**src/rtl/ecp_pkg.sv**
```systemverilog
package ecp_pkg;

   typedef enum logic [2:0] {
      MODE_COMPAT  = 3'b000,
      MODE_BYTE    = 3'b001,
      MODE_PPFIFO  = 3'b010,
      MODE_XFIFO   = 3'b011,
      MODE_STROBED = 3'b100,
      MODE_RSVD    = 3'b101,
      MODE_FTEST   = 3'b110,
      MODE_CONFIG  = 3'b111
   } ecp_mode_e;

   localparam logic [1:0] FLAGS_SOME  = 2'b00;
   localparam logic [1:0] FLAGS_EMPTY = 2'b01;
   localparam logic [1:0] FLAGS_FULL  = 2'b10;

   localparam logic [2:0] LOC_DATA = 3'd0;
   localparam logic [2:0] LOC_CFGB = 3'd1;
   localparam logic [2:0] LOC_CTRL = 3'd2;

   localparam logic [7:0] IDLE_READ = 8'hFF;

   // width code reported in configuration mode
   function automatic logic [2:0] width_code(input int bytes);
      case (bytes)
         1:       return 3'b001;
         2:       return 3'b000;
         4:       return 3'b010;
         default: return 3'b111;
      endcase
   endfunction

endpackage

```
**src/rtl/ecp_fifo.sv**
```systemverilog
module ecp_fifo #(
   parameter  int DEPTH = 2,
   parameter  int DW    = 8,
   localparam int PTR_W = (DEPTH > 1) ? $clog2(DEPTH) : 1,
   localparam int CNT_W = $clog2(DEPTH + 1)
) (
   input  logic             clk,
   input  logic             rst_n,
   input  logic             flush,
   input  logic             push,
   input  logic             pop,
   input  logic [DW-1:0]    wdata,
   output logic [DW-1:0]    head,
   output logic [CNT_W-1:0] count,
   output logic             empty,
   output logic             full
);

   generate
      if (DEPTH < 2) begin : g_bad_depth
         $error("ecp_fifo: DEPTH must be at least 2");
      end
   endgenerate

   logic [DW-1:0]    slot [DEPTH];
   logic [PTR_W-1:0] wr_ptr, rd_ptr;
   logic             push_ok, pop_ok;

   function automatic logic [PTR_W-1:0] step(input logic [PTR_W-1:0] p);
      return (p == PTR_W'(DEPTH - 1)) ? '0 : p + 1'b1;
   endfunction

   assign empty   = (count == '0);
   assign full    = (count == CNT_W'(DEPTH));
   assign push_ok = push && !full && !flush;
   assign pop_ok  = pop && !empty && !flush;
   assign head    = slot[rd_ptr];

   generate
      for (genvar g = 0; g < DEPTH; g++) begin : g_slot
         always_ff @(posedge clk) begin
            if (push_ok && (wr_ptr == PTR_W'(g))) slot[g] <= wdata;
         end
      end
   endgenerate

   always_ff @(posedge clk or negedge rst_n) begin
      if (!rst_n) begin
         wr_ptr <= '0;
         rd_ptr <= '0;
         count  <= '0;
      end else if (flush) begin
         wr_ptr <= '0;
         rd_ptr <= '0;
         count  <= '0;
      end else begin
         if (push_ok) wr_ptr <= step(wr_ptr);
         if (pop_ok)  rd_ptr <= step(rd_ptr);
         case ({push_ok, pop_ok})
            2'b10:   count <= count + 1'b1;
            2'b01:   count <= count - 1'b1;
            default: count <= count;
         endcase
      end
   end

endmodule

```
**src/rtl/ecp_mode_reg.sv**
```systemverilog
module ecp_mode_reg
   import ecp_pkg::*;
(
   input  logic      clk,
   input  logic      rst_n,
   input  logic      we,
   input  logic [2:0] wmode,
   output ecp_mode_e mode,
   output logic      flush
);

   assign flush = we && (wmode != mode);

   always_ff @(posedge clk or negedge rst_n) begin
      if (!rst_n)  mode <= MODE_COMPAT;
      else if (we) mode <= ecp_mode_e'(wmode);
   end

endmodule

```
**src/rtl/ecp_byte_reg.sv**
```systemverilog
module ecp_byte_reg #(
   parameter int         DW        = 8,
   parameter logic [7:0] RESET_VAL = 8'h00
) (
   input  logic          clk,
   input  logic          rst_n,
   input  logic          we,
   input  logic [DW-1:0] d,
   output logic [DW-1:0] q
);

   always_ff @(posedge clk or negedge rst_n) begin
      if (!rst_n)  q <= DW'(RESET_VAL);
      else if (we) q <= d;
   end

endmodule

```
**src/rtl/ecp_ext_regs.sv**
```systemverilog
module ecp_ext_regs
   import ecp_pkg::*;
#(
   parameter int DEPTH      = 2,
   parameter int WORD_BYTES = 1
) (
   input  logic       clk,
   input  logic       rst_n,
   input  logic [2:0] bus_addr,
   input  logic       bus_wr,
   input  logic       bus_rd,
   input  logic [7:0] bus_wdata,
   output logic [7:0] bus_rdata
);

   localparam int         CNT_W    = $clog2(DEPTH + 1);
   localparam logic [7:0] CFGA_VAL = {1'b0, width_code(WORD_BYTES), 4'b0000};

   generate
      if (!(WORD_BYTES == 1 || WORD_BYTES == 2 || WORD_BYTES == 4)) begin : g_bad_width
         $error("ecp_ext_regs: WORD_BYTES must be 1, 2 or 4");
      end
   endgenerate

   ecp_mode_e        cur_mode;
   logic             flush, in_test, in_config;
   logic             hit_data, hit_cfgb, hit_ctrl;
   logic             fifo_push, fifo_pop, plain_we;
   logic [7:0]       fifo_head, data_q, cfgb_q, rd_next;
   logic [CNT_W-1:0] fifo_count;
   logic             fifo_empty, fifo_full;
   logic [1:0]       flags;

   assign hit_data  = (bus_addr == LOC_DATA);
   assign hit_cfgb  = (bus_addr == LOC_CFGB);
   assign hit_ctrl  = (bus_addr == LOC_CTRL);
   assign in_test   = (cur_mode == MODE_FTEST);
   assign in_config = (cur_mode == MODE_CONFIG);

   assign fifo_push = bus_wr && hit_data && in_test;
   assign fifo_pop  = bus_rd && hit_data && in_test;
   assign plain_we  = bus_wr && hit_data && !in_test;

   ecp_mode_reg u_mode (
      .clk   (clk),
      .rst_n (rst_n),
      .we    (bus_wr && hit_ctrl),
      .wmode (bus_wdata[7:5]),
      .mode  (cur_mode),
      .flush (flush)
   );

   ecp_fifo #(.DEPTH(DEPTH), .DW(8)) u_fifo (
      .clk   (clk),
      .rst_n (rst_n),
      .flush (flush),
      .push  (fifo_push),
      .pop   (fifo_pop),
      .wdata (bus_wdata),
      .head  (fifo_head),
      .count (fifo_count),
      .empty (fifo_empty),
      .full  (fifo_full)
   );

   ecp_byte_reg #(.DW(8), .RESET_VAL(8'h00)) u_data (
      .clk   (clk),
      .rst_n (rst_n),
      .we    (plain_we),
      .d     (bus_wdata),
      .q     (data_q)
   );

   ecp_byte_reg #(.DW(8), .RESET_VAL(8'h00)) u_cfgb (
      .clk   (clk),
      .rst_n (rst_n),
      .we    (bus_wr && hit_cfgb),
      .d     (bus_wdata),
      .q     (cfgb_q)
   );

   always_comb begin
      if (fifo_empty)     flags = FLAGS_EMPTY;
      else if (fifo_full) flags = FLAGS_FULL;
      else                flags = FLAGS_SOME;
   end

   always_comb begin
      case (bus_addr)
         LOC_DATA: begin
            if (in_test)        rd_next = fifo_empty ? IDLE_READ : fifo_head;
            else if (in_config) rd_next = CFGA_VAL;
            else                rd_next = data_q;
         end
         LOC_CFGB: rd_next = cfgb_q;
         LOC_CTRL: rd_next = {cur_mode, 3'b000, flags};
         default:  rd_next = IDLE_READ;
      endcase
   end

   always_ff @(posedge clk or negedge rst_n) begin
      if (!rst_n)      bus_rdata <= 8'h00;
      else if (bus_rd) bus_rdata <= rd_next;
   end

endmodule

```
**config.mk**
```make
export PLATFORM = sky130hd
export DESIGN_NAME = ecp_ext_regs
export DESIGN_NICKNAME = d
export VERILOG_FILES = /design/src/rtl/ecp_pkg.sv /design/src/rtl/ecp_fifo.sv /design/src/rtl/ecp_mode_reg.sv /design/src/rtl/ecp_byte_reg.sv /design/src/rtl/ecp_ext_regs.sv
export SDC_FILE = /design/constraint.sdc
export NUM_CORES = 1
export LEC_CHECK = 0
export ABC_CLOCK_PERIOD_IN_PS = 3100
export CORE_AREA = 5 5 90 92
export DETAILED_ROUTE_END_ITERATION = 10
export DIE_AREA = 0 0 95 97
export DONT_BUFFER_PORTS = 1
export PLACE_DENSITY_LB_ADDON = 0.08
export RECOVER_POWER = 25
export SLEW_MARGIN = 5
export SYNTH_ARGS = -nofsm -noshare
export SYNTH_HDL_FRONTEND = slang
export SYNTH_SLANG_ARGS = --single-unit
```
**constraint.sdc**
```tcl
create_clock -name clk -period 3.1 [get_ports clk]
set_clock_uncertainty 0.05 [all_clocks]
set_input_delay 0.62 -clock clk [delete_from_list [all_inputs] [get_ports clk]]
set_output_delay 0.62 -clock clk [all_outputs]
set_load 0.03 [all_outputs]
```
### Yosys cells after proc, flatten, opt, wreduce, memory -nomap -nowiden

Memory sizes are Yosys's and may differ from the RTL's.
Index checks and enable logic that the tools add are counted.

* bits in writable memories: 16
* bits in latches: 0
* ROM bits: 0
* logic and storage cells: 66
* register bits after elaboration: 31
* output and inout port bits: 8
* memories kept: 1
* input bits: 15

* reduce and logical (&&, ||, !) cells: 24
* $mul: 0
* shift operators: 0
* muxes and demuxes: 21
* order comparisons: 0
* add/sub/neg operators: 4
* bitwise logic cells: 1
* equality and inequality tests: 8
* divide/modulo/power cells: 0

Memory list
* u_fifo.slot: words 2, width 8, rd ports 1, clocked after Yosys merged registers in 0, write ports 1, line ecp_fifo.sv:25 `logic [DW-1:0] slot [DEPTH];`

Operator list (count)
* $mux 8: 4
* $pmux 8 s3: 1
* $logic_and 1x1->1: 14
* $mux 1: 12
* $reduce_or 8->1: 1
* $eq 3x3->1 const B: 2
* $mux 2: 3
* $eq 2x2->1 const B: 2
* $logic_not 1->1: 4
* $pmux 2 s2: 1
* $reduce_bool 2->1: 2
* $eq 3x1->1 const B: 1
* $eq 3x2->1 const B: 1
* $logic_not 3->1: 1
* $ne 3x3->1: 1
* $reduce_bool 3->1: 1
* $add 1x1->1 const B: 2
* $add 2x1->2 const B: 1
* $eq 2x1->1 const B: 1
* $logic_not 2->1: 1
* $sub 2x1->2 const B: 1
* $not 1->1: 1

### Logic depth before layout (Yosys ltp)

* depth after elaboration: 10
* depth in mapped cells: 6
* mapped depth without buffers: 6

### Modules after synthesis

A second synthesis with hierarchy kept.

* cell total of the unflattened synthesis: 169
* area total of the unflattened synthesis: 2202.1 µm²

Modules (own cells, without submodules)
* ecp_fifo: instances 1, cells each 50, area an instance 795.8 µm², seq. area each 580.6 µm²
* ecp_byte_reg: instances 2, cells each 17, area an instance 331.6 µm², seq. area each 200.2 µm²
* ecp_ext_regs: instances 1, cells each 75, area an instance 599.3 µm², seq. area each 200.2 µm²
* ecp_mode_reg: instances 1, cells each 10, area an instance 143.9 µm², seq. area each 75.1 µm²

### Worst setup path before layout

No wires, ideal clock.

* kind: input-to-reg
* from: in bus_addr[1]
* to: reg u_fifo.count[1]
* arrival time: 1.864 ns
* buffers on the path: 0
* setup time: 0.077 ns
* required time: 2.973 ns
* stages on the path: 5
* slack: 1.109 ns
* cells stage by stage: nor3_4 nand4_1 ha_1 or3_1 a21oi_1

* word-level cells in the longest chain between the ends: 8
* elaborated cells between the ends (all ways): 18
* those cells by class: eq/ne: 3; mux: 2; reduce/logical: 13

RTL lines
* start, declared: line ecp_ext_regs.sv:9 `input logic [2:0] bus_addr,`
* $eq 3x2->1 / $logic_not 3->1 (equally long branches): line ecp_ext_regs.sv:36, ecp_ext_regs.sv:34
* $logic_and 1x1->1, on equally long branches: line ecp_ext_regs.sv:47, ecp_ext_regs.sv:40, ecp_ext_regs.sv:41
* $logic_and 1x1->1, on equally long branches: line ecp_mode_reg.sv:12, ecp_ext_regs.sv:40, ecp_ext_regs.sv:41
* $logic_not 1->1, or another cell as far along: line ecp_fifo.sv:35, ecp_fifo.sv:36
* $logic_and 1x1->1, on equally long branches: line ecp_fifo.sv:36, ecp_fifo.sv:35
* $eq 2x1->1 / $eq 2x2->1 (equally long branches): line ecp_fifo.sv:59 `case ({push_ok, pop_ok})`
* $pmux 2 s2: line ecp_fifo.sv:59
* $mux 2: line ecp_fifo.sv:52 `end else if (flush) begin`
* end signal, assigned: line ecp_fifo.sv:60 `2'b10: count <= count + 1'b1;`
* end signal, assigned: line ecp_fifo.sv:61 `2'b01: count <= count - 1'b1;`
* end signal, assigned: line ecp_fifo.sv:62 `default: count <= count;`
* end, declared: line ecp_fifo.sv:14 `output logic [CNT_W-1:0] count,`

Several ways; a longest one is shown, not always the timed one.
A chain may end at the register's enable or synchronous reset.

### Worst setup path after layout

* from: reg u_mode.mode[0]
* to: mem u_fifo.slot[0][7], enable pin

* word-level cells in the longest chain between the ends: 9
* elaborated cells between the ends (all ways): 16
* those cells by class: eq/ne: 2; mux: 6; reduce/logical: 8

RTL lines
* start, declared: line ecp_mode_reg.sv:8 `output ecp_mode_e mode,`
* start signal, assigned: line ecp_mode_reg.sv:16 `else if (we) mode <= ecp_mode_e'(wmode);`
* $eq 3x3->1 / $ne 3x3->1 (equally long branches): line ecp_ext_regs.sv:37, ecp_mode_reg.sv:12
* $logic_and 1x1->1, on equally long branches: line ecp_ext_regs.sv:40, ecp_mode_reg.sv:12
* $logic_and 1x1->1 / $logic_not 1->1 (equally long branches): line ecp_fifo.sv:35 `assign push_ok = push && !full && !flush;`
* $logic_and 1x1->1 (*): line ecp_fifo.sv:35
* $logic_and 1x1->1: line ecp_fifo.sv:42 `if (push_ok && (wr_ptr == PTR_W'(g))) slot[g] <= wdata;`
* $mux 1: line ecp_fifo.sv:42
* $mux 1 (implied by the code): line ecp_fifo.sv:42
* $reduce_or 8->1 (no line)
* $mux 1 (no line)
* end, declared: line ecp_fifo.sv:25

Mark *: on every way between the ends. The rest lies on a longest branch, timed or not.

==> results.py <==
metrics = {
    "logic_synthesis": {
        "synth_area_um2": 2080,
        "ys_warn_count": 0,
        "yosysSeqAreaShare_pct": 60.5,
        "avgSynthCellArea_um2": 13.8,
        "synth_cell_types": 34,
        "synth_seq_cells": 47,
        "netlist_instances": 150,
        "syn-num-nets": 166,
    },
    "min_path": {
        "min_path_type": "primary input to flop",
    },
    "sta": {
        "timing.final.ws_setup_ns": 1.06,
        "worstMarginPinSlew_ns": 1.79,
        "max-slew-margin-rel_pct": -19.4,
        "period_share_pct": 65.7,
        "fmax_mhz": 491,
        "drv_slew": 32,
        "finalSetupViolCount": 0,
        "rsz0062_at_grt": "false",
        "tns_ns": 0,
        "hold_viol": 0,
        "finalCriticalPeriod_ns": 2.04,
    },
    "cts": {
        "clkLatencyLatePin_ns": 0.30,
        "htree_levels": 2,
        "cts_buffer_depth": 2,
        "cts-resized-gates": 0,
        "postCtsSetupBuffers": 0,
        "path_clk_slew_ns": 0.09,
        "cts.sinks": 47,
        "cts_tree": "done",
        "clockRootBuffer": "clkbuf_8",
        "cts_hold_buffers": 1,
        "cts_buffers": 5,
    },
    "route": {
        "dr.pass1.iters": 4,
        "drtAntennaViolNets": 0,
        "vias": 1274,
        "drt_iter0_markers": 116,
        "vias_per_cell": 5.06,
        "wirelength_um": 5170,
        "drc_errors": 0,
        "avgRoutedWirePerCell_um": 20.5,
    },
    "grt": {
        "antenna_found_initial": 0,
        "gr-total-overflow": 0,
        "grt.total_usage_pct": 11.8,
        "grt_max_degree": 32,
        "grt_pass1_wl_um": 7870,
        "gr-usage-met1_pct": 16.8,
        "grt_pass1_vias": 1250,
        "met2_usage_pct": 17.7,
        "met3_usage_pct": 3.41,
        "grt_busiest_layer": "met2",
    },
    "job": {
        "cap_violations": 1,
    },
    "worst_setup_path": {
        "cp_data_arrival_time_ns": 1.92,
        "setup.reg_to_reg.worst_slack_ns": 1.06,
        "cp_max_fo": 9,
        "path_cells": "and3b_1 -> nand4_1 -> nor2_1",
        "cp-end-kind": "flop",
        "critPathKind": "flop to flop",
        "crit_slowest_cell": "nor2_1",
        "slowest_delay_ns": 0.61,
        "cp_data_required_time_ns": 2.98,
        "cp-start-kind": "flop",
    },
    "floorplan": {
        "pin_count": 23,
        "coreArea_um2": 7140,
        "rows": 31,
        "die_w_um": 95,
        "start_util_pct": 29.1,
        "die_area_um2": 9220,
        "die_h_um": 97,
    },
    "power_and_ir_drop": {
        "p_per_area_nw_per_um2": 590,
        "p_total_mw": 1.34,
        "peakVddDrop_uv": 184,
        "leakagePower_nw": 0.838,
    },
    "final_layout": {
        "diodes": 0,
        "post-route-util_pct": 31.9,
        "layout-drive-gt1-share_pct": 26.8,
        "multi_input_area_um2": 791,
        "layout_commonest_cell": "dfrtp_1",
        "layout.nets": 168,
        "area_growth_pct": 9.64,
        "regArea_um2": 1260,
        "most-common-layout-cells": "dfrtp_1, mux2_2, edfxtp_1, nor2_1",
        "fillers": 734,
    },
    "status": {
        "violations": "capacitance limit, slew limit",
        "status": "complete, but fails checks",
    },
    "placement": {
        "detailedPlace.worstSlack_ns": 0.913,
        "gp_congestion": 0.808,
        "dp_hpwl_um": 3630,
        "port_buffers": 0,
    },
}
[power by group]
part / leakage, nW / switching (mW) / internal [mW]
combinational: 0.280 / 0.0752 / 0.0842
clock: 0.0482 / 0.202 / 0.180
sequential: 0.510 / 0.0831 / 0.718
total: 0.838 / 0.360 / 0.983
[per-stage QoR]
| stage | std cells | hold WS (ns) | area [um^2] |
|---|---|---|---|
| after floorplan | 150 | 0.274 | 2080 |
| after global placement | 243 | 0.276 | 2180 |
| after detailed placement | 243 | 0.276 | 2180 |
| after CTS | 252 | 0.0866 | 2290 |
| after global routing | 252 | 0.337 | 2280 |
| final | 252 | 0.360 | 2280 |
[path summary, 6_finish.rpt]
check                                    start                end  cells past startpoint
min in group asynchronous                rst_n        u_data.q[3]                      1
max in group asynchronous                rst_n       bus_rdata[7]                      1
worst min-delay path              bus_wdata[3]  u_fifo.slot[0][3]                      0
worst min register to register     u_cfgb.q[3]        u_cfgb.q[3]                      1
worst max register to register  u_mode.mode[0]  u_fifo.slot[0][7]                      3
worst max-delay path            u_mode.mode[0]  u_fifo.slot[0][7]                      3
[worst max-delay path: cells and delay by family (launching register included)]
kind | cells | cell delay (ns)
flops | 1 | 0.47
simple gates | 3 | 1.16
[area by class of cell]
cell class,count,area share [%]
flip-flops and latches,47,55.2
multi-input cells,95,34.7
well taps,99,5.44
clock buffers,7,3.79
repair buffers,2,0.495
clock inverters,1,0.220
inverters,1,0.165
[sequential cells by signal (all words and copies together), names as in the netlist]
name           flops
u_fifo.wr_ptr      1
u_data.q           8
u_fifo.slot       16
u_cfgb.q           8
u_fifo.count       2
bus_rdata          8
u_mode.mode        3
u_fifo.rd_ptr      1
[metal layers]
metal	vias to the layer above	wire, um	share of wire, %
met2	38	2330	45
li1	567	-	-
met1	665	2440	47
met5	-	0	0
met4	0	36	0.70
met3	4	356	6.9
[synth_stat cells]
cell type  instances  share of area [%]
o21bai_1           1               0.36
and2_1             1               0.30
and3b_1            1               0.42
buf_2              4               0.96
dfrtp_1           31                 37
nor2_1            13                2.3
buf_1              1               0.18
o21ai_2            1               0.42
o31a_1             1               0.42
a31oi_1            6                1.8
and4bb_2           1               0.60
nor2b_1            1               0.30
a21oi_1            1               0.24
or3_1              1               0.30
nand2b_1           2               0.60
nand2_1            4               0.72
xnor2_1            2               0.84
a21o_1             3                1.1
nor4bb_1           1               0.48
ha_1               1               0.60
mux2_2            27                 15
a21boi_4           1               0.90
o21ai_0            8                1.9
o221ai_1           8                3.4
inv_1              1               0.18
clkbuf_1           1               0.18
edfxtp_1          16                 23
nor3_4             1               0.78
xor2_1             4                1.7
a41oi_1            2               0.84
clkbuf_2           1               0.24
nand3b_4           1               0.96
nand4_1            1               0.30
and4b_1            1               0.48
[kinds of logic (layout without fill, tap and decap cells)]
group	count (synthesis)	after routing	synth area share, %
AOI/OAI and AO/OA	32	32	11.4
DFF	47	47	60.5
and+or+nand+nor	29	29	8.62
buffers and inverters	8	11	1.75
muxes	27	27	14.6
xor gates and xnor gates	6	6	2.53
adders and majority gates	1	1	0.602
(Power assumes the default switching activity.)
